$ cat src/rtl/smb_wr_pkg.sv
package smb_wr_pkg;
  localparam int MAX_BYTES = 3;
  localparam int NB_W = $clog2(MAX_BYTES + 1);
  localparam logic [7:0] CRC_POLY = 8'h07;

  typedef enum logic [2:0] {
    K_NONE      = 3'd0,
    K_QUICK_WR  = 3'd1,
    K_QUICK_RD  = 3'd2,
    K_SEND      = 3'd3,
    K_SEND_PEC  = 3'd4,
    K_WRITE     = 3'd5,
    K_WRITE_PEC = 3'd6
  } txn_kind_e;

  typedef enum logic [2:0] {
    ST_IDLE, ST_ADDR, ST_ACK, ST_DATA, ST_RDWAIT
  } rx_state_e;

  function automatic logic [7:0] crc8_step(input logic [7:0] crc, input logic [7:0] b);
    logic [7:0] c;
    c = crc ^ b;
    for (int i = 0; i < 8; i++)
      c = c[7] ? ((c << 1) ^ CRC_POLY) : (c << 1);
    return c;
  endfunction
endpackage

$ cat src/rtl/smb_line_sync.sv
module smb_line_sync #(
  parameter int STAGES = 2
) (
  input  logic clk_i,
  input  logic rst_ni,
  input  logic d_i,
  output logic q_o
);
  logic [STAGES-1:0] chain_q;

  always_ff @(posedge clk_i or negedge rst_ni) begin
    if (!rst_ni) chain_q <= '1;  // idle bus is high
    else         chain_q <= {chain_q[STAGES-2:0], d_i};
  end

  assign q_o = chain_q[STAGES-1];
endmodule

$ cat src/rtl/smb_bus_events.sv
module smb_bus_events (
  input  logic clk_i,
  input  logic rst_ni,
  input  logic scl_s_i,
  input  logic sda_s_i,
  output logic scl_rise_o,
  output logic scl_fall_o,
  output logic start_o,
  output logic stop_o
);
  logic scl_d_q, sda_d_q;

  always_ff @(posedge clk_i or negedge rst_ni) begin
    if (!rst_ni) begin
      scl_d_q <= 1'b1;
      sda_d_q <= 1'b1;
    end else begin
      scl_d_q <= scl_s_i;
      sda_d_q <= sda_s_i;
    end
  end

  assign scl_rise_o = scl_s_i & ~scl_d_q;
  assign scl_fall_o = ~scl_s_i & scl_d_q;
  assign start_o    = scl_s_i & scl_d_q & sda_d_q & ~sda_s_i;
  assign stop_o     = scl_s_i & scl_d_q & ~sda_d_q & sda_s_i;
endmodule

$ cat src/rtl/smb_txn_classify.sv
module smb_txn_classify
  import smb_wr_pkg::*;
(
  input  logic [7:0]      addr_byte_i,
  input  logic [7:0]      bytes_i [MAX_BYTES],
  input  logic [NB_W-1:0] nbytes_i,
  input  logic            pec_en_i,
  output txn_kind_e       kind_o,
  output logic [7:0]      cmd_o,
  output logic [7:0]      data_o,
  output logic            pec_bad_o,
  output logic            drop_o
);
  logic [7:0] crc_run [MAX_BYTES+1];

  // crc_run[k] covers the address byte plus the first k data bytes
  always_comb begin
    crc_run[0] = crc8_step(8'h00, addr_byte_i);
    for (int k = 0; k < MAX_BYTES; k++)
      crc_run[k+1] = crc8_step(crc_run[k], bytes_i[k]);
  end

  always_comb begin
    kind_o    = K_NONE;
    cmd_o     = 8'h00;
    data_o    = 8'h00;
    pec_bad_o = 1'b0;
    drop_o    = 1'b0;
    case (nbytes_i)
      NB_W'(0): kind_o = K_QUICK_WR;
      NB_W'(1): begin
        kind_o = K_SEND;
        cmd_o  = bytes_i[0];
      end
      NB_W'(2): begin
        cmd_o = bytes_i[0];
        if (pec_en_i) begin
          kind_o    = K_SEND_PEC;
          pec_bad_o = bytes_i[1] != crc_run[1];
        end else begin
          kind_o = K_WRITE;
          data_o = bytes_i[1];
        end
      end
      NB_W'(3): begin
        cmd_o  = bytes_i[0];
        data_o = bytes_i[1];
        kind_o = K_WRITE_PEC;
        if (pec_en_i) pec_bad_o = bytes_i[2] != crc_run[2];
        else          drop_o = 1'b1;
      end
      default: drop_o = 1'b1;
    endcase
  end
endmodule

$ cat src/rtl/smb_wr_decoder.sv
module smb_wr_decoder
  import smb_wr_pkg::*;
#(
  parameter int SYNC_STAGES = 2
) (
  input  logic       clk_i,
  input  logic       rst_ni,
  input  logic       scl_i,
  input  logic       sda_i,
  input  logic [6:0] own_addr_i,
  input  logic       pec_en_i,
  output logic       sda_oe_o,
  output logic       valid_o,
  output logic       pec_err_o,
  output logic [2:0] kind_o,
  output logic [7:0] cmd_o,
  output logic [7:0] data_o
);
  localparam int NLINES = 2;

  logic [NLINES-1:0] raw_lines, sync_lines;
  logic scl_s, sda_s;
  logic scl_rise, scl_fall, start_ev, stop_ev;

  assign raw_lines = {scl_i, sda_i};

  for (genvar g = 0; g < NLINES; g++) begin : g_sync
    smb_line_sync #(.STAGES(SYNC_STAGES)) u_sync (
      .clk_i (clk_i),
      .rst_ni(rst_ni),
      .d_i   (raw_lines[g]),
      .q_o   (sync_lines[g])
    );
  end

  assign scl_s = sync_lines[1];
  assign sda_s = sync_lines[0];

  smb_bus_events u_events (
    .clk_i     (clk_i),
    .rst_ni    (rst_ni),
    .scl_s_i   (scl_s),
    .sda_s_i   (sda_s),
    .scl_rise_o(scl_rise),
    .scl_fall_o(scl_fall),
    .start_o   (start_ev),
    .stop_o    (stop_ev)
  );

  rx_state_e       state_q;
  logic [3:0]      bit_cnt_q;
  logic [7:0]      shift_q, addr_q;
  logic [NB_W-1:0] nbytes_q;
  logic [7:0]      bytes_q [MAX_BYTES];
  logic            rd_q, oe_q, valid_q, pec_err_q;
  txn_kind_e       kind_q, cls_kind;
  logic [7:0]      cmd_q, data_q, cls_cmd, cls_data;
  logic            cls_bad, cls_drop;

  smb_txn_classify u_classify (
    .addr_byte_i(addr_q),
    .bytes_i    (bytes_q),
    .nbytes_i   (nbytes_q),
    .pec_en_i   (pec_en_i),
    .kind_o     (cls_kind),
    .cmd_o      (cls_cmd),
    .data_o     (cls_data),
    .pec_bad_o  (cls_bad),
    .drop_o     (cls_drop)
  );

  // the stop's own SCL rise counts one bit, so a clean boundary has bit_cnt_q == 1
  always_ff @(posedge clk_i or negedge rst_ni) begin
    if (!rst_ni) begin
      state_q   <= ST_IDLE;
      bit_cnt_q <= '0;
      shift_q   <= '0;
      addr_q    <= '0;
      nbytes_q  <= '0;
      for (int i = 0; i < MAX_BYTES; i++) bytes_q[i] <= '0;
      rd_q      <= 1'b0;
      oe_q      <= 1'b0;
      valid_q   <= 1'b0;
      pec_err_q <= 1'b0;
      kind_q    <= K_NONE;
      cmd_q     <= '0;
      data_q    <= '0;
    end else begin
      valid_q   <= 1'b0;
      pec_err_q <= 1'b0;
      if (start_ev) begin
        state_q   <= ST_ADDR;
        bit_cnt_q <= '0;
        nbytes_q  <= '0;
        oe_q      <= 1'b0;
      end else if (stop_ev) begin
        if (state_q == ST_DATA && bit_cnt_q == 4'd1 && !cls_drop) begin
          if (cls_bad) pec_err_q <= 1'b1;
          else begin
            valid_q <= 1'b1;
            kind_q  <= cls_kind;
            cmd_q   <= cls_cmd;
            data_q  <= cls_data;
          end
        end else if (state_q == ST_RDWAIT && bit_cnt_q == 4'd1) begin
          valid_q <= 1'b1;
          kind_q  <= K_QUICK_RD;
          cmd_q   <= '0;
          data_q  <= '0;
        end
        state_q <= ST_IDLE;
        oe_q    <= 1'b0;
      end else begin
        unique case (state_q)
          ST_ADDR, ST_DATA: begin
            if (scl_rise && bit_cnt_q < 4'd8) begin
              shift_q   <= {shift_q[6:0], sda_s};
              bit_cnt_q <= bit_cnt_q + 4'd1;
            end else if (scl_fall && bit_cnt_q == 4'd8) begin
              bit_cnt_q <= '0;
              if (state_q == ST_ADDR) begin
                if (shift_q[7:1] == own_addr_i) begin
                  addr_q  <= shift_q;
                  rd_q    <= shift_q[0];
                  oe_q    <= 1'b1;
                  state_q <= ST_ACK;
                end else state_q <= ST_IDLE;
              end else if (nbytes_q < NB_W'(MAX_BYTES)) begin
                for (int i = 0; i < MAX_BYTES; i++)
                  if (nbytes_q == NB_W'(i)) bytes_q[i] <= shift_q;
                nbytes_q <= nbytes_q + 1'b1;
                oe_q     <= 1'b1;
                state_q  <= ST_ACK;
              end else state_q <= ST_IDLE;
            end
          end
          ST_ACK: begin
            if (scl_fall) begin
              oe_q      <= 1'b0;
              bit_cnt_q <= '0;
              state_q   <= rd_q ? ST_RDWAIT : ST_DATA;
            end
          end
          ST_RDWAIT: begin
            if (scl_rise && bit_cnt_q != 4'hF) bit_cnt_q <= bit_cnt_q + 4'd1;
          end
          default: ;
        endcase
      end
    end
  end

  assign sda_oe_o  = oe_q;
  assign valid_o   = valid_q;
  assign pec_err_o = pec_err_q;
  assign kind_o    = kind_q;
  assign cmd_o     = cmd_q;
  assign data_o    = data_q;
endmodule

$ cat config.mk
export PLATFORM = sky130hd
export DESIGN_NAME = smb_wr_decoder
export DESIGN_NICKNAME = d
export VERILOG_FILES = /design/src/rtl/smb_wr_pkg.sv /design/src/rtl/smb_line_sync.sv /design/src/rtl/smb_bus_events.sv /design/src/rtl/smb_txn_classify.sv /design/src/rtl/smb_wr_decoder.sv
export SDC_FILE = /design/constraint.sdc
export NUM_CORES = 1
export LEC_CHECK = 0
export CORE_ASPECT_RATIO = 1.5
export CORE_MARGIN = 1
export CORE_UTILIZATION = 35
export CTS_CLUSTER_SIZE = 12
export DETAILED_ROUTE_END_ITERATION = 7
export GPL_TIMING_DRIVEN = 1
export PLACE_DENSITY = 0.5
export SKIP_CTS_REPAIR_TIMING = 1
export SLEW_MARGIN = 20
export SYNTH_ARGS = -nofsm -noshare
export SYNTH_HDL_FRONTEND = slang
export SYNTH_SLANG_ARGS = --single-unit
$ cat constraint.sdc
create_clock -name clk_i -period 10.4 [get_ports clk_i]
set_input_delay 2.08 -clock clk_i [delete_from_list [all_inputs] [get_ports clk_i]]
set_output_delay 2.08 -clock clk_i [all_outputs]
set_load 0.02 [all_outputs]
==> Yosys cells after proc, flatten, opt, wreduce, memory -nomap -nowiden <==
Index checks and enable logic that the tools add are counted.
{ "word_totals": {"input_bits": 12, "word_cells": 199, "register_bits": 78} }
{ "classes": {"bitwise_logic": 41, "magnitude_cmp": 2, "addsub": 2, "n_eq_ne": 25, "mux": 84, "reduce_logical": 26} }
{ "op_table": {"columns": ["cell", "n"], "rows": [
  ["3-bit two-way mux", 34],
  ["3-bit inverter", 24],
  ["8-bit two-way mux", 7],
  ["4-bit two-way mux", 6],
  ["8-bit AND reduction", 3],
  ["1-bit two-way mux", 22],
  ["4-bit != test (second input constant)", 5],
  ["2-bit two-way mux", 9],
  ["8-bit != test", 2],
  ["8-bit one-hot mux with 2 select lines", 1],
  ["8-bit XOR", 2],
  ["3-bit one-hot mux with 4 select lines", 1],
  ["4-bit one-hot mux with 3 select lines", 1],
  ["4-bit AND reduction", 3],
  ["6-bit AND reduction", 2],
  ["5-bit != test (second input constant)", 2],
  ["2-bit != test (second input constant)", 4],
  ["1-bit inverter", 8],
  ["2-bit nonzero test", 4],
  ["4-bit nonzero test", 2],
  ["1-bit AND", 7],
  ["7-bit equality test", 1],
  ["7-bit AND reduction", 1],
  ["3-bit by 2-bit equality test with 1-bit output (second input constant)", 2],
  ["20 further kinds", 27]
]} }

==> Logic depth before layout (Yosys ltp) <==
Gate-level depths: netlist (run 1).
{ "depth": {"ltp_word": 57, "mapped_depth": 14, "mapped_depth_nobuf": 11} }

==> Cells and area by module <==
Synthesis (run 1) repeated with hierarchy kept, for this count alone.
{ "hier_totals": {"cells_unflattened": 375, "area_unflattened_um2": 4426.7} }
{ "modules_own_cells": {"columns": ["mod", "n_inst", "area_per_inst_um2", "cells_each"], "rows": [
  ["smb_wr_decoder", 1, 3286.9, 272],
  ["smb_txn_classify", 1, 949.7, 93],
  ["smb_line_sync", 2, 52.6, 2],
  ["smb_bus_events", 1, 85.1, 6]
]} }

==> Worst setup path before layout (run 1) <==
OpenSTA, ideal clock, no wires.
{ "synth_timing": {"path_kind": "input to register", "startpoint": "input port own_addr_i[2]", "endpoint": "register addr_q[0]", "arrival_ps": 3381, "setup_ps": 125, "stages": 5, "n_path_buf": 0, "required_time_ps": 10275, "setup_slack_ps": 6894, "cell_sequence": "xor2_1 -> nor4_1 -> nand4_1 -> nor2_1 -> mux2_2"} }
{ "synth_between": {"elab_chain_len": 2} }
{ "synth_rtl": {"columns": ["item", "line", "source"], "rows": [
  ["start: declaration", "smb_wr_decoder.sv:10", "input logic [6:0] own_addr_i,"],
  ["7-bit equality test", "smb_wr_decoder.sv:122", "if (shift_q[7:1] == own_addr_i) begin"],
  ["7-bit AND reduction (no line)", null, null],
  ["end signal: assignment", "smb_wr_decoder.sv:123", "addr_q <= shift_q;"],
  ["end: declaration", "smb_wr_decoder.sv:52", "logic [7:0] shift_q, addr_q;"]
]} }
Every way passes these cells.
A chain may end at the register's enable or synchronous reset.

==> Final worst setup path (run 1) <==
{ "layout_timing": {"startpoint": "register addr_q[6]", "endpoint": "register kind_q[1] (netlist: kind_o[1])"} }
{ "layout_between": {"elab_chain_len": 22, "word_cells_on_any_way": 44, "cone_classes": "3 x eq/ne; 22 x mux; 18 x bitwise; 1 x reduce/logical"} }
{ "layout_rtl": {"columns": ["item", "line", "source"], "rows": [
  ["3-bit two-way mux (*)", "smb_wr_pkg.sv:24", "c = c[7] ? ((c << 1) ^ CRC_POLY) : (c << 1);"],
  ["3-bit inverter (no line)", null, null],
  ["3-bit two-way mux", "smb_wr_pkg.sv:24", null],
  ["3-bit inverter (no line)", null, null],
  ["3-bit two-way mux", "smb_wr_pkg.sv:24", null],
  ["8-bit XOR (*)", "smb_wr_pkg.sv:22", "c = crc ^ b;"],
  ["3-bit two-way mux", "smb_wr_pkg.sv:24", null],
  ["3-bit inverter (no line)", null, null],
  ["[6 not listed]", null, null],
  ["3-bit two-way mux", "smb_wr_pkg.sv:24", null],
  ["3-bit inverter (no line)", null, null],
  ["3-bit two-way mux", "smb_wr_pkg.sv:24", null],
  ["8-bit != test", "smb_txn_classify.sv:49", "if (pec_en_i) pec_bad_o = bytes_i[2] != crc_run[2];"],
  ["1-bit two-way mux", "smb_txn_classify.sv:49", null],
  ["1-bit one-hot mux with 2 select lines (*)", "smb_txn_classify.sv:29", "case (nbytes_i)"],
  ["2-bit != test (no line) (*)", null, null],
  ["4-bit AND reduction (no line) (*)", null, null],
  ["end signal: assignment", "smb_wr_decoder.sv:101", "kind_q <= cls_kind;"],
  ["end: declaration", "smb_wr_decoder.sv:56", "txn_kind_e kind_q, cls_kind;"]
]} }
Every way passes the cells marked *; elsewhere a longest branch is shown, timed or not.

==> run summary, run 1 <==
Worst Tran Pin Value: 1140 ps
total number of yosys warnings: 0
final setup vio count: 0
Reg area: 1930 um^2
cells along the critical path: xnor3_2 > xnor2_2 > xnor3_1 > xnor2_2 > ha_1 > xor2_1 > mux2i_1 > o22ai_2 > a2111oi_4 > or2_1 > a22oi_1
root cell of the clock tree: clkbuf_16
number of nets in the synthesized netlist: 346
Yosys reg bits: 77
cell type of the slowest stage on the worst timing path: or2_1
routed length per placed instance: 18.0 um
MaxCap Viol Count: 0
total DRC errors in the routed layout: 0
clock sinks: 77
kind of launch point of the worst setup path: flop
most common cell in the synthesized netlist: dfrtp_1
Avg Vias per Cell: 5.11
run status: completed
placement row count: 48
Final Core Density: 42.4%
Diodes inserted: 0
CTS Buf Count: 9
P&R area growth vs syn: 18.1%
Buf/Inv on CP: 0
all-layer global routing usage: 16.7%
Worst path most repeated cell: xnor2_2
ports placed on the boundary: 34
proportion of synthesized chip area in sequential cells: 46.8%
Cell Area, Synth: 4140 um^2
Die Area: 12300 um^2
Post-synth EDFFs: 0
final clock skew: 10.4 ps
number of fill cells: 1122
share of the clock period used by the worst path after layout: 39.7%
first-pass GRT wire length: 15100 um
leading cell types by count after synthesis: dfrtp_1, mux2_2, xor2_1
Synth cell types: 49
proportion of synthesized flip-flops having asynchronous set or reset: 100%
Port Buf Inserts: 33
post-route setup TNS: 0 ps
crit path capture: kind_o[1]
Clk Latency, worst-skew pair: 340 ps
last weighted congestion value of the routability-driven placer: 0.780
fmax: 242 MHz
worst vdd rail ir drop: 88.0 uV
level count of the clock H-tree: 3
Power per Cell Area: 162 nW/um^2
Starting Density: 35.9%
initial antenna violation count: 0
reg2reg end: kind_o[1]
CP peak stage delay: 700 ps
Final min period: 4130 ps
worst-case reg-to-reg path depth: 11
most area-hungry cell type in the Yosys netlist: dfrtp_1
via count of the first global-routing pass: 2652
unrepaired setup endpoints after global routing: false
Worst R2R Start: addr_q[6]
count of cell instances traversed by the critical path: 11
Cells after Synth: 323
gate family responsible for the most delay along the worst path: XOR/XNOR gates
total number of vias: 2638
buffer depth of the longest clock path: 2
layout cell share with drive strength beyond 1: 22.4%
Die Height: 135 um
per-instance average area after synthesis: 12.8 um^2
number of nets in the final layout: 384
worst hold-check path type: reg -> reg
Max transition margin: 23.1%
HPWL after detailed placement: 6930 um
largest cells by area after synthesis: dfrtp_1, mux2_2, xor2_1
overflow left after global routing: 0
max-slew violation count: 0
clock slew at the register clock pins of the worst setup and hold paths: 60 ps
sum of routed wire length over all layers: 9290 um
pin count of the biggest net entering global routing: 78
critical path capture point type: flop
antenna violation net count after detailed routing: 0
leakage power: 2.24 nW
data required time at the worst endpoint: 10590 ps
area of the multi-input gates: 2130 um^2
critical path launch point: addr_q[6]
DRT iter0 DRCs: 103
CTS tree: done
Std-Cell Core Area: 11500 um^2
arrival time of data at the critical path endpoint: 4310 ps
number of iterations in the first detailed-routing pass: 4
total count of hold-check failures in the final report: 0
overall die width: 90.8 um
classification of the worst setup path: reg -> reg
portion of synthesized cell area occupied by the leading cell type: 43.0%
crit-path max FO: 19
worst setup slack for register-to-register paths: 6270 ps
ys flop type: dfrtp_1
-- how the worst min path moves through the flow --
stage                                      startpoint                           to  slack, ps  cells past startpoint
after CTS                 g_sync[0].u_sync.chain_q[0]  g_sync[0].u_sync.chain_q[1]        360                      0
final                     g_sync[1].u_sync.chain_q[0]  g_sync[1].u_sync.chain_q[1]        360                      0
after floorplan           g_sync[0].u_sync.chain_q[0]  g_sync[0].u_sync.chain_q[1]        350                      0
after detailed placement  g_sync[0].u_sync.chain_q[0]  g_sync[0].u_sync.chain_q[1]        350                      0
after global routing      g_sync[1].u_sync.chain_q[0]  g_sync[1].u_sync.chain_q[1]        360                      0
after global placement    g_sync[0].u_sync.chain_q[0]  g_sync[0].u_sync.chain_q[1]        350                      0
-- area by class of cell --
class                      instances  share of cell area (%)
tap                              150                    3.84
timing repair buffer              33                    6.79
sequential                        77                    39.6
inverter                           7                   0.538
clock buffer                      10                    4.69
multi-input combinational        233                    43.6
clock inverter                     6                   0.974
-- worst register-to-register path, delay by kind of cell (launching register included) --
family | cells | cell delay, ps
compound gates | 3 | 870
fa+ha+maj | 1 | 310
mux | 1 | 190
flops | 1 | 440
simple gates | 1 | 700
xor+xnor | 5 | 1470
-- power by group --
| part | leakage [nW] | switching [mW] | internal [mW] |
|---|---|---|---|
| clock network | 0.133 | 0.127 | 0.163 |
| logic | 1.07 | 0.0601 | 0.0569 |
| registers | 1.03 | 0.0574 | 0.327 |
| total | 2.24 | 0.245 | 0.547 |
-- flip-flops by register name, summed over array words and instances (netlist names) --
| register | count |
|---|---|
| state_q | 3 |
| sda_oe_o | 1 |
| shift_q | 8 |
| addr_q | 8 |
| bit_cnt_q | 4 |
| pec_err_o | 1 |
| g_sync.u_sync.chain_q | 4 |
| u_events.sda_d_q | 1 |
| bytes_q | 24 |
| valid_o | 1 |
| cmd_o | 8 |
| kind_o | 3 |
| data_o | 8 |
| u_events.scl_d_q | 1 |
| nbytes_q | 2 |
-- cell usage in the layout, fill, tap and decap left out, types with 7 or more instances in the layout --
master / synthesis / routed
dfrtp_1: 71 / 71
mux2_2: 42 / 42
clkdlybuf4s50_1: 0 / 32
xor2_1: 23 / 23
xnor2_1: 22 / 22
nor2_1: 22 / 22
a22o_1: 17 / 17
nand2_1: 15 / 15
ha_1: 11 / 11
clkbuf_16: 0 / 9
xnor3_1: 7 / 7
-- cell families after synthesis --
group	Yosys count	share of synthesized area, %
and+or+nand+nor	73	10.1
muxes	48	12.9
xor gates and xnor gates	61	17.4
buffers and inverters	13	1.78
adders and majority gates	11	3.33
DFF	77	46.8
AOI/OAI and AO/OA	40	7.72
-- routing by layer --
metal	vias to the layer above	routed length (um)	track usage, %
li1	1229	-	-
met3	15	177	2.59
met2	52	5100	30.0
met5	-	0	0
met4	0	210	7.08
met1	1342	3810	19.6
-- through the flow --
stage | setup slack [ps] | instances | instance area (um^2) | hold WS [ps] | total power, mW
floorplan | 6890 | 323 | 4140 | 345 | 0.447
global placement | 6150 | 500 | 4600 | 346 | 0.510
detailed placement | 6110 | 500 | 4600 | 349 | 0.511
CTS | 6250 | 516 | 4880 | 359 | 0.807
global route | 6050 | 516 | 4880 | 361 | 0.836
finish | 6270 | 516 | 4880 | 358 | 0.792
(Power assumes the default switching activity.)
==> inputs of run 2 (changes only) <==
--- a/config.mk
+++ b/config.mk
@@ -11,7 +11,7 @@
 export CTS_CLUSTER_SIZE = 12
 export DETAILED_ROUTE_END_ITERATION = 7
 export GPL_TIMING_DRIVEN = 1
-export PLACE_DENSITY = 0.5
+export PLACE_DENSITY = 0.52
 export SKIP_CTS_REPAIR_TIMING = 1
 export SLEW_MARGIN = 20
 export SYNTH_ARGS = -nofsm -noshare
==> constraint.sdc (replaced) <==
create_clock -name clk_i -period 3.41 [get_ports clk_i]
set_input_delay 0.682 -clock clk_i [delete_from_list [all_inputs] [get_ports clk_i]]
set_output_delay 0.682 -clock clk_i [all_outputs]
set_load 0.02 [all_outputs]
==> run 2 against run 1 <==
  * The flow now finishes with violations (setup timing)
  * Critical path depth rose by 3
  * First-iteration DRC count is 18% lower
  * Clock power rose to 3.2 times the previous value
  * Die area stayed put
  * Sequential power grew to 3.1 times the previous value
  * Critical path type unchanged
==> run summary, run 2 (synthesis gave the netlist of run 1 again) <==
placement row count: 48
last weighted congestion value of the routability-driven placer: 0.829
number of iterations in the first detailed-routing pass: 4
Worst Tran Pin Value: 700 ps
MaxCap Viol Count: 0
final setup vio count: 17
Diodes inserted: 0
Total Power: 2.48 mW
ports placed on the boundary: 34
flip-flop count of the largest register after layout: 24
data required time at the worst endpoint: 3630 ps
Std-Cell Core Area: 11500 um^2
antenna violation net count after detailed routing: 0
failing checks: setup timing
cell type of the slowest stage on the worst timing path: dfrtp_1
overall die width: 90.8 um
pin count of the biggest net entering global routing: 78
Max transition margin: 53.3%
Clk Latency, worst-skew pair: 340 ps
crit-path max FO: 17
all-layer global routing usage: 17.6%
initial antenna violation count: 0
DRT iter0 DRCs: 84
Power per Cell Area: 457 nW/um^2
fmax: 286 MHz
routed length per placed instance: 17.9 um
classification of the worst setup path: reg -> reg
final design area excluding fillers: 5440 um^2
total count of hold-check failures in the final report: 0
unrepaired setup endpoints after global routing: true
run status: finished with violations
proportion of total power due to net switching: 31.0%
clock group share of total power: 37.9%
Starting Density: 35.9%
buffer depth of the longest clock path: 2
Die Height: 135 um
kind of launch point of the worst setup path: flop
CTS Buf Count: 9
HPWL after detailed placement: 7360 um
setup slack after layout: -86.7 ps
worst hold-check path type: reg -> reg
share of the clock period used by the worst path after layout: 103%
number of nets in the final layout: 431
max-slew violation count: 0
clock slew at the register clock pins of the worst setup and hold paths: 70 ps
overflow left after global routing: 0
total number of vias: 2752
DP Area: 4940 um^2
arrival time of data at the critical path endpoint: 3720 ps
via count of the first global-routing pass: 2908
register with the highest flop count: bytes_q
critical path capture point type: flop
leakage power: 2.53 nW
post-route setup TNS: -1200 ps
Avg Vias per Cell: 4.89
first-pass GRT wire length: 16000 um
number of fill cells: 1060
Port Buf Inserts: 33
worst vdd rail ir drop: 419 uV
final clock skew: 9.27 ps
relative contribution of sequential cells to total power: 47.3%
part of the power in combinational logic: 14.8%
Die Area: 12300 um^2
cells along the critical path: xnor2_1 > buf_4 > xnor3_2 > xor2_2 > xor2_1 > ha_1 > xor2_2 > xnor2_2 > nor4b_4 > a2111oi_4 > buf_4 > or2_4 > buf_12 > a22o_1
Setup WS pre-CTS: -98.8 ps
level count of the clock H-tree: 3
total DRC errors in the routed layout: 0
most common library cell in the layout ignoring fill and taps: dfrtp_1
Internal Pwr Total: 1.71 mW
sum of routed wire length over all layers: 10100 um
CTS tree: done
clock sinks: 77
CP peak stage delay: 410 ps
layout cell share with drive strength beyond 1: 36.3%
Final min period: 3500 ps
root cell of the clock tree: clkbuf_16
P&R area growth vs syn: 31.6%
commonest non-fill, non-tap cells in the layout: dfrtp_1, buf_4, mux2_2
net load switching power: 769 uW
-- run 2: changes by cell type in the layout (fill, tap and decap cells not counted), moves of 3 or more --
cell	before	now
buf_4	0	43
dfrtp_1	71	68
xor2_2	0	6
xnor2_2	6	10
xnor2_1	22	16
dfrtp_2	0	3
xor2_1	23	17
-- run 2: path summary, 6_finish.rpt --
kind / startpoint / end / slack [ps] / cells after the start
setup / recovery: bytes_q[18] / data_o[1] / -90 / 14
hold / removal: g_sync[1].u_sync.chain_q[0] / g_sync[1].u_sync.chain_q[1] / 360 / 0
setup reg to reg: bytes_q[18] / data_o[1] / -90 / 14
hold reg to reg: g_sync[1].u_sync.chain_q[0] / g_sync[1].u_sync.chain_q[1] / 360 / 0
max in group asynchronous: rst_ni / addr_q[6] / 2520 / 1
min in group asynchronous: rst_ni / bytes_q[12] / 380 / 1
-- run 2: cell type report --
cell class / instances / area [um^2] / share of cell area [%]
Sequential cell: 77 / 1940 / 35.6
Tap cell: 150 / 188 / 3.45
Multi-Input combinational cell: 233 / 2280 / 41.9
Timing Repair Buffer: 80 / 717 / 13.2
Clock buffer: 11 / 253 / 4.65
Clock inverter: 5 / 41.3 / 0.759
Inverter: 7 / 26.3 / 0.483
-- run 2: per-layer routing --
| layer | track usage (%) | part of all wire (%) | up-vias |
|---|---|---|---|
| met3 | 3.10 | 1.6 | 10 |
| met2 | 33.3 | 56 | 27 |
| li1 | - | - | 1309 |
| met1 | 19.7 | 40 | 1406 |
| met4 | 5.82 | 1.7 | 0 |
| met5 | 0 | 0 | - |
-- run 2: power groups by stage --
stage	logic [mW]	clock network, mW	registers, mW
2_1_floorplan	0.254	0	1.11
3_3_place_gp	0.362	0	1.20
3_5_place_dp	0.366	0	1.20
4_1_cts	0.367	0.967	1.18
5_1_grt	0.407	1.00	1.19
6_report	0.367	0.941	1.18
-- run 2: metrics by stage --
stage	hold WS (ps)	std cells	utilization, %
global route	359	563	47.2
CTS	358	557	45.4
finish	356	563	47.2
floorplan	345	323	-
global placement	347	541	42.9
detailed placement	348	541	42.9
-- run 2: critical path, delay by kind of cell, from the launching register on --
kind,cells,cell delay (ps)
xor gates and xnor gates,6,1240
and+or+nand+nor,2,550
buffers and inverters,3,470
DFF,1,410
AOI/OAI and AO/OA,2,360
adders and majority gates,1,330
